===== src/rtl/mbus_pkg.sv =====
package mbus_pkg;
  typedef enum logic [2:0] {
    ST_IDLE,
    ST_KEY1,
    ST_KEY2,
    ST_OPEN,
    ST_MASK
  } seq_t;

  localparam logic [12:0] KEY_ADDR_A = 13'h1555;
  localparam logic [12:0] KEY_ADDR_B = 13'h0AAA;
  localparam logic [7:0]  KEY_BYTE1  = 8'hAA;
  localparam logic [7:0]  KEY_BYTE2  = 8'h55;
  localparam logic [7:0]  CMD_WRITE  = 8'hA0;
  localparam logic [7:0]  CMD_MASK   = 8'hC0;
endpackage


===== src/rtl/mbus_addr_latch.sv =====
module mbus_addr_latch #(
  parameter int DATA_W = 8,
  parameter int ADDR_W = 13,
  localparam int HI_W  = ADDR_W - DATA_W
) (
  input  logic              clk_i,
  input  logic              rst_ni,
  input  logic              as_i,
  input  logic [DATA_W-1:0] ad_i,
  input  logic [HI_W-1:0]   addr_hi_i,
  input  logic              en_i,
  input  logic              rw_i,
  input  logic              ce_i,
  output logic [ADDR_W-1:0] addr_o,
  output logic              wr_stb_o,
  output logic              rd_stb_o
);
  logic as_q, en_q;

  always_ff @(posedge clk_i or negedge rst_ni) begin
    if (!rst_ni) begin
      as_q   <= 1'b0;
      en_q   <= 1'b0;
      addr_o <= '0;
    end else begin
      as_q <= as_i;
      en_q <= en_i;
      if (as_q && !as_i) addr_o <= {addr_hi_i, ad_i};
    end
  end

  logic stb;
  assign stb      = ce_i & en_i & ~en_q;
  assign wr_stb_o = stb & ~rw_i;
  assign rd_stb_o = stb & rw_i;
endmodule


===== src/rtl/mbus_seq_guard.sv =====
module mbus_seq_guard
  import mbus_pkg::*;
#(
  parameter int DATA_W  = 8,
  parameter int ADDR_W  = 13,
  parameter int BANKS   = 2,
  parameter int REGIONS = 8,
  localparam int BANK_W = $clog2(BANKS),
  localparam int REG_W  = $clog2(REGIONS)
) (
  input  logic               clk_i,
  input  logic               rst_ni,
  input  logic               wr_stb_i,
  input  logic               rd_stb_i,
  input  logic [ADDR_W-1:0]  addr_i,
  input  logic [DATA_W-1:0]  data_i,
  input  logic               wc_i,
  input  logic [BANKS-1:0]   busy_i,
  output logic               commit_o,
  output logic [REGIONS-1:0] mask_o
);
  seq_t st_q, st_d;
  logic mask_we;

  logic [REG_W-1:0]  region;
  logic [BANK_W-1:0] bank;
  assign region = addr_i[ADDR_W-1 -: REG_W];
  assign bank   = addr_i[ADDR_W-1 -: BANK_W];

  logic at_a, at_b;
  assign at_a = (addr_i == ADDR_W'(KEY_ADDR_A));
  assign at_b = (addr_i == ADDR_W'(KEY_ADDR_B));

  always_comb begin
    st_d     = st_q;
    commit_o = 1'b0;
    mask_we  = 1'b0;
    if (rd_stb_i) begin
      st_d = ST_IDLE;
    end else if (wr_stb_i) begin
      case (st_q)
        ST_IDLE: st_d = (at_a && data_i == DATA_W'(KEY_BYTE1)) ? ST_KEY1 : ST_IDLE;
        ST_KEY1: st_d = (at_b && data_i == DATA_W'(KEY_BYTE2)) ? ST_KEY2 : ST_IDLE;
        ST_KEY2: begin
          if (at_a && data_i == DATA_W'(CMD_WRITE))     st_d = ST_OPEN;
          else if (at_a && data_i == DATA_W'(CMD_MASK)) st_d = ST_MASK;
          else                                          st_d = ST_IDLE;
        end
        ST_OPEN: commit_o = wc_i & ~mask_o[region] & ~busy_i[bank];
        ST_MASK: begin
          mask_we = wc_i;
          st_d    = ST_IDLE;
        end
        default: st_d = ST_IDLE;
      endcase
    end
  end

  always_ff @(posedge clk_i or negedge rst_ni) begin
    if (!rst_ni) begin
      st_q   <= ST_IDLE;
      mask_o <= '0;
    end else begin
      st_q <= st_d;
      if (mask_we) mask_o <= data_i[REGIONS-1:0];
    end
  end
endmodule


===== src/rtl/mbus_bank_busy.sv =====
module mbus_bank_busy #(
  parameter int BANKS    = 2,
  parameter int BUSY_CYC = 16,
  localparam int BANK_W  = $clog2(BANKS),
  localparam int CNT_W   = $clog2(BUSY_CYC + 1)
) (
  input  logic              clk_i,
  input  logic              rst_ni,
  input  logic              start_i,
  input  logic [BANK_W-1:0] bank_i,
  input  logic              msb_i,
  output logic [BANKS-1:0]  busy_o,
  output logic [BANKS-1:0]  poll_o
);
  for (genvar b = 0; b < BANKS; b++) begin : g_bank
    logic [CNT_W-1:0] cnt_q;
    always_ff @(posedge clk_i or negedge rst_ni) begin
      if (!rst_ni) begin
        cnt_q     <= '0;
        poll_o[b] <= 1'b0;
      end else if (start_i && bank_i == BANK_W'(b)) begin
        cnt_q     <= CNT_W'(BUSY_CYC);
        poll_o[b] <= ~msb_i;
      end else if (cnt_q != '0) begin
        cnt_q <= cnt_q - 1'b1;
      end
    end
    assign busy_o[b] = (cnt_q != '0);
  end
endmodule


===== src/rtl/mbus_wr_guard.sv =====
module mbus_wr_guard #(
  parameter int DATA_W   = 8,
  parameter int ADDR_W   = 13,
  parameter int BANKS    = 2,
  parameter int REGIONS  = 8,
  parameter int BUSY_CYC = 16,
  localparam int HI_W    = ADDR_W - DATA_W,
  localparam int BANK_W  = $clog2(BANKS)
) (
  input  logic              clk_i,
  input  logic              rst_ni,
  input  logic              as_i,
  input  logic [DATA_W-1:0] ad_i,
  input  logic [HI_W-1:0]   addr_hi_i,
  input  logic              en_i,
  input  logic              rw_i,
  input  logic              ce_i,
  input  logic              wc_i,
  output logic [DATA_W-1:0] ad_o,
  output logic              ad_oe_o,
  output logic [ADDR_W-1:0] mem_rd_addr_o,
  input  logic [DATA_W-1:0] mem_rdata_i,
  output logic              mem_we_o,
  output logic [ADDR_W-1:0] mem_wr_addr_o,
  output logic [DATA_W-1:0] mem_wr_data_o,
  output logic [BANKS-1:0]  busy_o
);
  logic [ADDR_W-1:0]  lat_addr;
  logic               wr_stb, rd_stb, commit;
  logic [REGIONS-1:0] prot_mask;
  logic [BANKS-1:0]   poll_bit;
  logic [BANK_W-1:0]  lat_bank;

  assign lat_bank = lat_addr[ADDR_W-1 -: BANK_W];

  mbus_addr_latch #(.DATA_W(DATA_W), .ADDR_W(ADDR_W)) u_latch (
    .clk_i, .rst_ni, .as_i, .ad_i, .addr_hi_i, .en_i, .rw_i, .ce_i,
    .addr_o(lat_addr), .wr_stb_o(wr_stb), .rd_stb_o(rd_stb)
  );

  mbus_seq_guard #(
    .DATA_W(DATA_W), .ADDR_W(ADDR_W), .BANKS(BANKS), .REGIONS(REGIONS)
  ) u_seq (
    .clk_i, .rst_ni, .wr_stb_i(wr_stb), .rd_stb_i(rd_stb), .addr_i(lat_addr),
    .data_i(ad_i), .wc_i, .busy_i(busy_o), .commit_o(commit), .mask_o(prot_mask)
  );

  mbus_bank_busy #(.BANKS(BANKS), .BUSY_CYC(BUSY_CYC)) u_busy (
    .clk_i, .rst_ni, .start_i(commit), .bank_i(lat_bank),
    .msb_i(ad_i[DATA_W-1]), .busy_o, .poll_o(poll_bit)
  );

  always_ff @(posedge clk_i or negedge rst_ni) begin
    if (!rst_ni) begin
      mem_we_o      <= 1'b0;
      mem_wr_addr_o <= '0;
      mem_wr_data_o <= '0;
    end else begin
      mem_we_o <= commit;
      if (commit) begin
        mem_wr_addr_o <= lat_addr;
        mem_wr_data_o <= ad_i;
      end
    end
  end

  assign mem_rd_addr_o = lat_addr;
  assign ad_oe_o       = ce_i & en_i & rw_i;
  assign ad_o          = busy_o[lat_bank] ? {poll_bit[lat_bank], {(DATA_W-1){1'b0}}}
                                          : mem_rdata_i;
endmodule


===== config.mk =====
export PLATFORM = sky130hd
export DESIGN_NAME = mbus_wr_guard
export DESIGN_NICKNAME = d
export VERILOG_FILES = /design/src/rtl/mbus_pkg.sv /design/src/rtl/mbus_addr_latch.sv /design/src/rtl/mbus_seq_guard.sv /design/src/rtl/mbus_bank_busy.sv /design/src/rtl/mbus_wr_guard.sv
export SDC_FILE = /design/constraint.sdc
export NUM_CORES = 1
export LEC_CHECK = 0
export ABC_CLOCK_PERIOD_IN_PS = 2200
export BUFFER_PORTS_ARGS = -buffer_cell sky130_fd_sc_hd__buf_4
export CAP_MARGIN = 10
export CORE_MARGIN = 2
export CORE_UTILIZATION = 53
export CTS_CLUSTER_SIZE = 12
export DETAILED_ROUTE_END_ITERATION = 10
export GPL_ROUTABILITY_DRIVEN = 0
export PLACE_DENSITY = 0.81
export REMOVE_ABC_BUFFERS = 1
export SYNTH_ARGS = -nofsm -noshare
export SYNTH_HDL_FRONTEND = slang
export SYNTH_SLANG_ARGS = --single-unit

===== constraint.sdc =====
create_clock -name clk_i -period 2.2 [get_ports clk_i]
set_input_delay 0.33 -clock clk_i [delete_from_list [all_inputs] [get_ports clk_i]]
set_output_delay 0.33 -clock clk_i [all_outputs]
set_load 0.02 [all_outputs]

# ---- Yosys cells after proc, flatten, opt, wreduce, memory -nomap -nowiden
# Index checks and enable logic that the tools add are counted.
dict set report word_totals {
  wordCells 79
  register_bits 60
  out_inout_bits 46
  input_bits 28
}
dict set report op_classes {
  n_lt_le_gt_ge 2
  n_reduce_logical 15
  n_eq_ne 11
  bitwise 13
  mux 24
  n_addsub 2
}
# op count
set ops {}
lappend ops {{8-bit equality test (second input constant)} 3}
lappend ops {{5-bit two-way mux} 4}
lappend ops {{13-bit by 12-bit equality test with 1-bit output (second input constant)} 1}
lappend ops {{13-bit equality test (second input constant)} 1}
lappend ops {{1-bit two-way mux} 12}
lappend ops {{3-bit two-way mux} 4}
lappend ops {{3-bit case mux with 4 select lines} 1}
lappend ops {{5-bit nonzero test} 2}
lappend ops {{5-bit by 1-bit subtractor with 5-bit output (second input constant)} 2}
lappend ops {{8-bit by 7-bit equality test with 1-bit output (second input constant)} 1}
lappend ops {{8-bit two-way mux} 1}
lappend ops {{1-bit AND} 7}
lappend ops {{1-bit logical AND} 7}
lappend ops {{3-bit by 2-bit equality test with 1-bit output (second input constant)} 2}
lappend ops {{1-bit NOT} 6}
lappend ops {{2-bit nonzero test} 3}
lappend ops {{3-bit by 4-bit < comparator with 1-bit output (second input constant)} 1}
lappend ops {{1-bit binary-select mux with 3-bit select} 1}
lappend ops {{3-bit by 1-bit equality test with 1-bit output (second input constant)} 1}
lappend ops {{3-bit equality test (second input constant)} 1}
lappend ops {{3-bit logical NOT} 1}
lappend ops {{1-bit by 2-bit < comparator with 1-bit output (second input constant)} 1}
lappend ops {{2-bit two-way mux} 1}
lappend ops {{2-bit inequality test (second input constant)} 1}
lappend ops {{other kinds (2)} 2}

# ---- Logic depth before layout (Yosys ltp)
dict set report depth {
  word_depth 10
  mapped_depth 8
  depth_no_buf 7
}

# ---- Cells and area by module
# From an unflattened synthesis, not the netlist that was laid out.
dict set report unflattened {
  hier_cells 215
  hier_area_um2 2901.5
}
# module cells_per_inst area_per_inst_um2 n_inst
set by_module_without_submodules {}
lappend by_module_without_submodules {mbus_wr_guard 57 978.4 1}
lappend by_module_without_submodules {mbus_seq_guard 66 710.7 1}
lappend by_module_without_submodules {mbus_addr_latch 33 609.3 1}
lappend by_module_without_submodules {mbus_bank_busy 59 603.1 1}

# ---- Worst setup path after synthesis
# OpenSTA, ideal clock, no wires.
dict set report synth_path {
  path_type {register -> register}
  from {register u_busy.g_bank[0].cnt_q[0]}
  to {register mem_wr_addr_o[0]}
  path_stages_with_launch 9
  setup_slack_ns 0.114
  period_less_slack_ns 2.086
  t_arrival_ns 1.960
  n_path_buf 1
  path_cell_list {dfrtp_1 inv_1 ha_1 nor4b_4 inv_2 mux2i_4 o2111ai_4 buf_6 mux2_4}
}
dict set report synth_via {
  elab_chain_cells 8
}
# item line
set synth_lines {}
lappend synth_lines {{from (decl)} mbus_bank_busy.sv:16} ;# logic [CNT_W-1:0] cnt_q;
lappend synth_lines {{from (signal assigned)} mbus_bank_busy.sv:22} ;# cnt_q <= CNT_W'(BUSY_CYC);
lappend synth_lines {{from (signal assigned)} mbus_bank_busy.sv:25} ;# cnt_q <= cnt_q - 1'b1;
lappend synth_lines {{5-bit nonzero test} mbus_bank_busy.sv:28} ;# assign busy_o[b] = (cnt_q != '0);
lappend synth_lines {{via busy_o[0]} mbus_wr_guard.sv:26} ;# output logic [BANKS-1:0] busy_o
lappend synth_lines {{1-bit two-way mux (implied by the code) (2 in a row)} mbus_seq_guard.sv:49} ;# ST_OPEN: commit_o = wc_i & ~mask_o[region] & ~busy_i[bank];
lappend synth_lines {{1-bit NOT} mbus_seq_guard.sv:49}
lappend synth_lines {{1-bit AND} mbus_seq_guard.sv:49}
lappend synth_lines {{1-bit two-way mux} mbus_seq_guard.sv:41} ;# case (st_q)
lappend synth_lines {{1-bit two-way mux} mbus_seq_guard.sv:40} ;# end else if (wr_stb_i) begin
lappend synth_lines {{1-bit two-way mux} mbus_seq_guard.sv:38} ;# if (rd_stb_i) begin
lappend synth_lines {{to (signal assigned)} mbus_wr_guard.sv:61} ;# mem_wr_addr_o <= lat_addr;
lappend synth_lines {{to (decl)} mbus_wr_guard.sv:24} ;# output logic [ADDR_W-1:0] mem_wr_addr_o,
# The timed path passes the listed nets, and every way through them passes these cells. The select of a mux whose other input is x is not followed.
# A chain may end at the register's enable or synchronous reset.

# ---- Worst setup path in the final report
dict set report layout_path {
  from {register u_busy.g_bank[0].cnt_q[1]}
  to {output ad_o[2]}
}
dict set report layout_via {
  elab_chain_cells 4
}
# item line
set layout_lines {}
lappend layout_lines {{5-bit nonzero test} mbus_bank_busy.sv:28}
lappend layout_lines {{1-bit two-way mux (implied by the code) (2 in a row)} mbus_wr_guard.sv:69} ;# assign ad_o = busy_o[lat_bank] ? {poll_bit[lat_bank], {(DATA_W-1){1'b0}}}
lappend layout_lines {{8-bit two-way mux} mbus_wr_guard.sv:69}
lappend layout_lines {{to (decl)} mbus_wr_guard.sv:19} ;# output logic [DATA_W-1:0] ad_o,
# Every way passes these cells. The select of a mux whose other input is x is not followed.

==> results.cfg <==
[outcome]
status = completed

[grt]
grt_pass1_vias = 2082
grt_start_max_net_pins = 61
grt_pass1_wl_um = 10300
antenna_found_initial = 0
grt_overflow = 0
globalRouteMet3Util_pct = 4.186
grt_usage_pct = 22.42
grt_use_met1_pct = 30.42
grt_use_met2_pct = 35.30
busiest_layer = met2

[synth]
synth_ff_type = dfrtp_1
synth_top_family_by_area = multiplexers
synth-simple-area-share_pct = 14.04
synth_area_sq_um = 2853
synth_mux_area_share_pct = 22.68
synthCells = 213
ys_ff_latch = 60
yosys_warnings = 0
synth_compound_area_share_pct = 5.000
synth_xor_area_share_pct = 0.9211
yosys.area_share.adder_pct = 1.754
synth_cell_types = 42
yosysSeqAreaShare_pct = 52.63
synth-async-reset-ratio_pct = 100.0
postSynthAreaPerCell_sq_um = 13.39
synth_edf_count = 0

[timing]
max_freq_ghz = 0.4565
setup_slack_ns = 0.009641
min_period_ns = 2.190
setup_violations = 0
worstMarginPinSlew_ns = 0.7416
fin_skew_ns = 0.006009
fin_hold_ws_ns = 0.06414
final_max_slew_viol_count = 0
rsz0062_at_grt = yes
period_share_pct = 99.56
maxSlewHeadroom_pct = 50.56
finalHoldViolations = 0

[clock_network]
postCtsHoldBufs = 0
cts.clk_slew.worst_paths_ns = 0.06
root_buffer = clkbuf_8
clk_latency_ns = 0.33
cts_max_level = 3
cts_made_buffers = 9
cts_tree = yes
ctsLongestPathBuffers = 2
clock-sinks = 60

[drt]
drc = 0
drt_iter0_markers = 99
drt-pass1-iter-count = 4
drt-vias-per-instance = 5.401
num_vias = 2047
post_drt_wl_per_cell_um = 16.70
wirelength_um = 6329
ant_nets = 0

[setup_path]
critPathBufInv = 4
cp_max_fo = 5
critPathRequiredTime_ns = 1.87
cp_top_family = buffers and inverters
start_kind = flip-flop
slowest_stage = dfrtp_1
critPathArrivalTime_ns = 1.86
endpoint_kind = output port
path_cells = inv_2, ha_4, nor4b_4, inv_2, mux2i_4, buf_6, and2_2, buf_6
worstRegToRegCells = 9
path_depth = 8
max_stage_delay_ns = 0.39
path_class = reg2out

[pwr]
power.static_leakage_nw = 2.012
p_per_area_nw_per_um2 = 739.4
ir_worst_vdd_mv = 0.4485

[floorplanning]
core_sq_um = 5140
initial_core_util_pct = 55.50
rows = 26
fp.dieH_um = 77.37
die_area_sq_um = 5985
io_pins = 74
die_w_um = 77.37

[place]
portBuffers = 73
preCtsSetupSlack_ns = 0.09044
dp.cells = 354
dpl.hpwl_um = 4174

[cells_and_area]
final_nets = 336
antenna_cells = 0
layoutNonFillerInstCount = 379
area_delta_synth_final_pct = 35.96
layout-drive-gt1-share_pct = 53.72

[job]
maxCapViolCount = 0

[min_path]
hold_path_class = in2async
[synthesized netlist by cell type (2+ instances only)]
library cell,instances,area (sq um)
dfrtp_1,60,1501
mux2_2,25,281.5
mux2_4,18,270.3
nor2_1,10,37.54
inv_1,9,33.78
nand2_1,9,33.78
and2_2,7,52.55
nor4bb_1,6,60.06
mux2i_1,5,50.05
and3_1,4,25.02
ha_1,4,50.05
nand4_1,4,25.02
o21ai_0,4,20.02
a211oi_1,3,22.52
a21oi_1,3,15.01
nor3_1,3,15.01
nor4_1,3,18.77
nor4b_1,3,26.28
a211o_1,2,17.52
a21o_1,2,15.01
and4b_1,2,20.02
buf_2,2,10.01
buf_6,2,22.52
clkbuf_1,2,7.510
nand3_1,2,10.01
nand3b_1,2,15.01
xnor2_1,2,17.52
[final timing paths]
kind	start	endpoint	slack [ns]
worst min register to register	mem_wr_addr_o[12]	mem_wr_addr_o[12]	0.50
min in group clk_i	as_i	u_latch.as_q	0.11
max in group asynchronous	rst_ni	u_busy.g_bank[1].cnt_q[0]	1.65
worst min-delay path	rst_ni	u_busy.g_bank[0].cnt_q[2]	0.06
worst max-delay path	u_busy.g_bank[0].cnt_q[1]	ad_o[2]	0.01
worst max register to register	u_busy.g_bank[0].cnt_q[1]	mem_wr_addr_o[7]	0.17
[stage by stage]
| stage | area, sq um | setup TNS [ns] | total power, mW | util (%) |
|---|---|---|---|---|
| 2_1_floorplan | 2805 | -2.069 | 1.458 | - |
| 3_3_place_gp | 3491 | 0 | 1.633 | 67.92 |
| 3_5_place_dp | 3491 | 0 | 1.644 | 67.92 |
| 4_1_cts | 3832 | 0 | 2.884 | 74.56 |
| 5_1_grt | 3879 | -0.7334 | 2.960 | 75.46 |
| 6_report | 3879 | 0 | 2.868 | 75.46 |
[where the power goes]
| part | total [mW] | internal [mW] | switching [mW] |
|---|---|---|---|
| Sequential | 1.27 | 1.18 | 0.0877 |
| Combinational | 0.368 | 0.198 | 0.170 |
| Clock | 1.23 | 0.813 | 0.421 |
| Total | 2.87 | 2.19 | 0.678 |
[timing repair]
action                                  CTS  global route
buffers inserted                          7             1
cloned                                    1             0
resized for setup                        10            13
endpoints found under the setup margin    8             8
pin swaps                                 0             5
[cells in the final DEF, fill, tap and decap left out, types with 2 or more instances in the layout]
master,n
buf_4,77
dfrtp_1,60
mux2_2,25
mux2_4,18
clkbuf_8,11
nor2_1,10
buf_6,9
nand2_1,8
nor4bb_1,6
inv_2,5
inv_1,5
mux2i_1,5
and2_2,4
nand4_1,4
and2_4,3
and3_1,3
nor4_1,3
a211oi_1,3
a21oi_1,3
nor3_1,3
nor4b_1,3
o21ai_0,3
bufinv_16,3
xnor2_1,2
and4b_1,2
nand3b_1,2
a21o_1,2
nand3_1,2
a211o_1,2
ha_4,2
ha_1,2
[sequential cells by signal, indices dropped and copies added (netlist names)]
register,flops
u_busy.g_bank.cnt_q,10
u_latch.addr_o,13
u_seq.st_q,3
u_busy.poll_o,2
u_latch.en_q,1
mem_wr_addr_o,13
u_seq.mask_o,8
mem_we_o,1
mem_wr_data_o,8
u_latch.as_q,1
[cell type report]
| class | instances | area, sq um |
|---|---|---|
| Inverter | 10 | 37.54 |
| Fill cell | 359 | 1261 |
| Multi-Input combinational cell | 136 | 1303 |
| Tap cell | 70 | 87.58 |
| Clock inverter | 4 | 95.09 |
| Clock buffer | 12 | 155.1 |
| Sequential cell | 60 | 1501 |
| Timing Repair Buffer | 87 | 699.4 |
[routing by layer]
layer	vias up	wire, um
met2	59	3089
met3	12	281
li1	958	-
met5	-	0
met4	0	107
met1	1018	2850
[logic make-up after synthesis]
logic type | Yosys count
buffers and inverters | 17
and+or+nand+nor | 61
AOI/OAI and AO/OA | 18
adders and majority gates | 4
xor gates and xnor gates | 3
muxes | 50
DFF | 60
(Power assumes the default switching activity.)
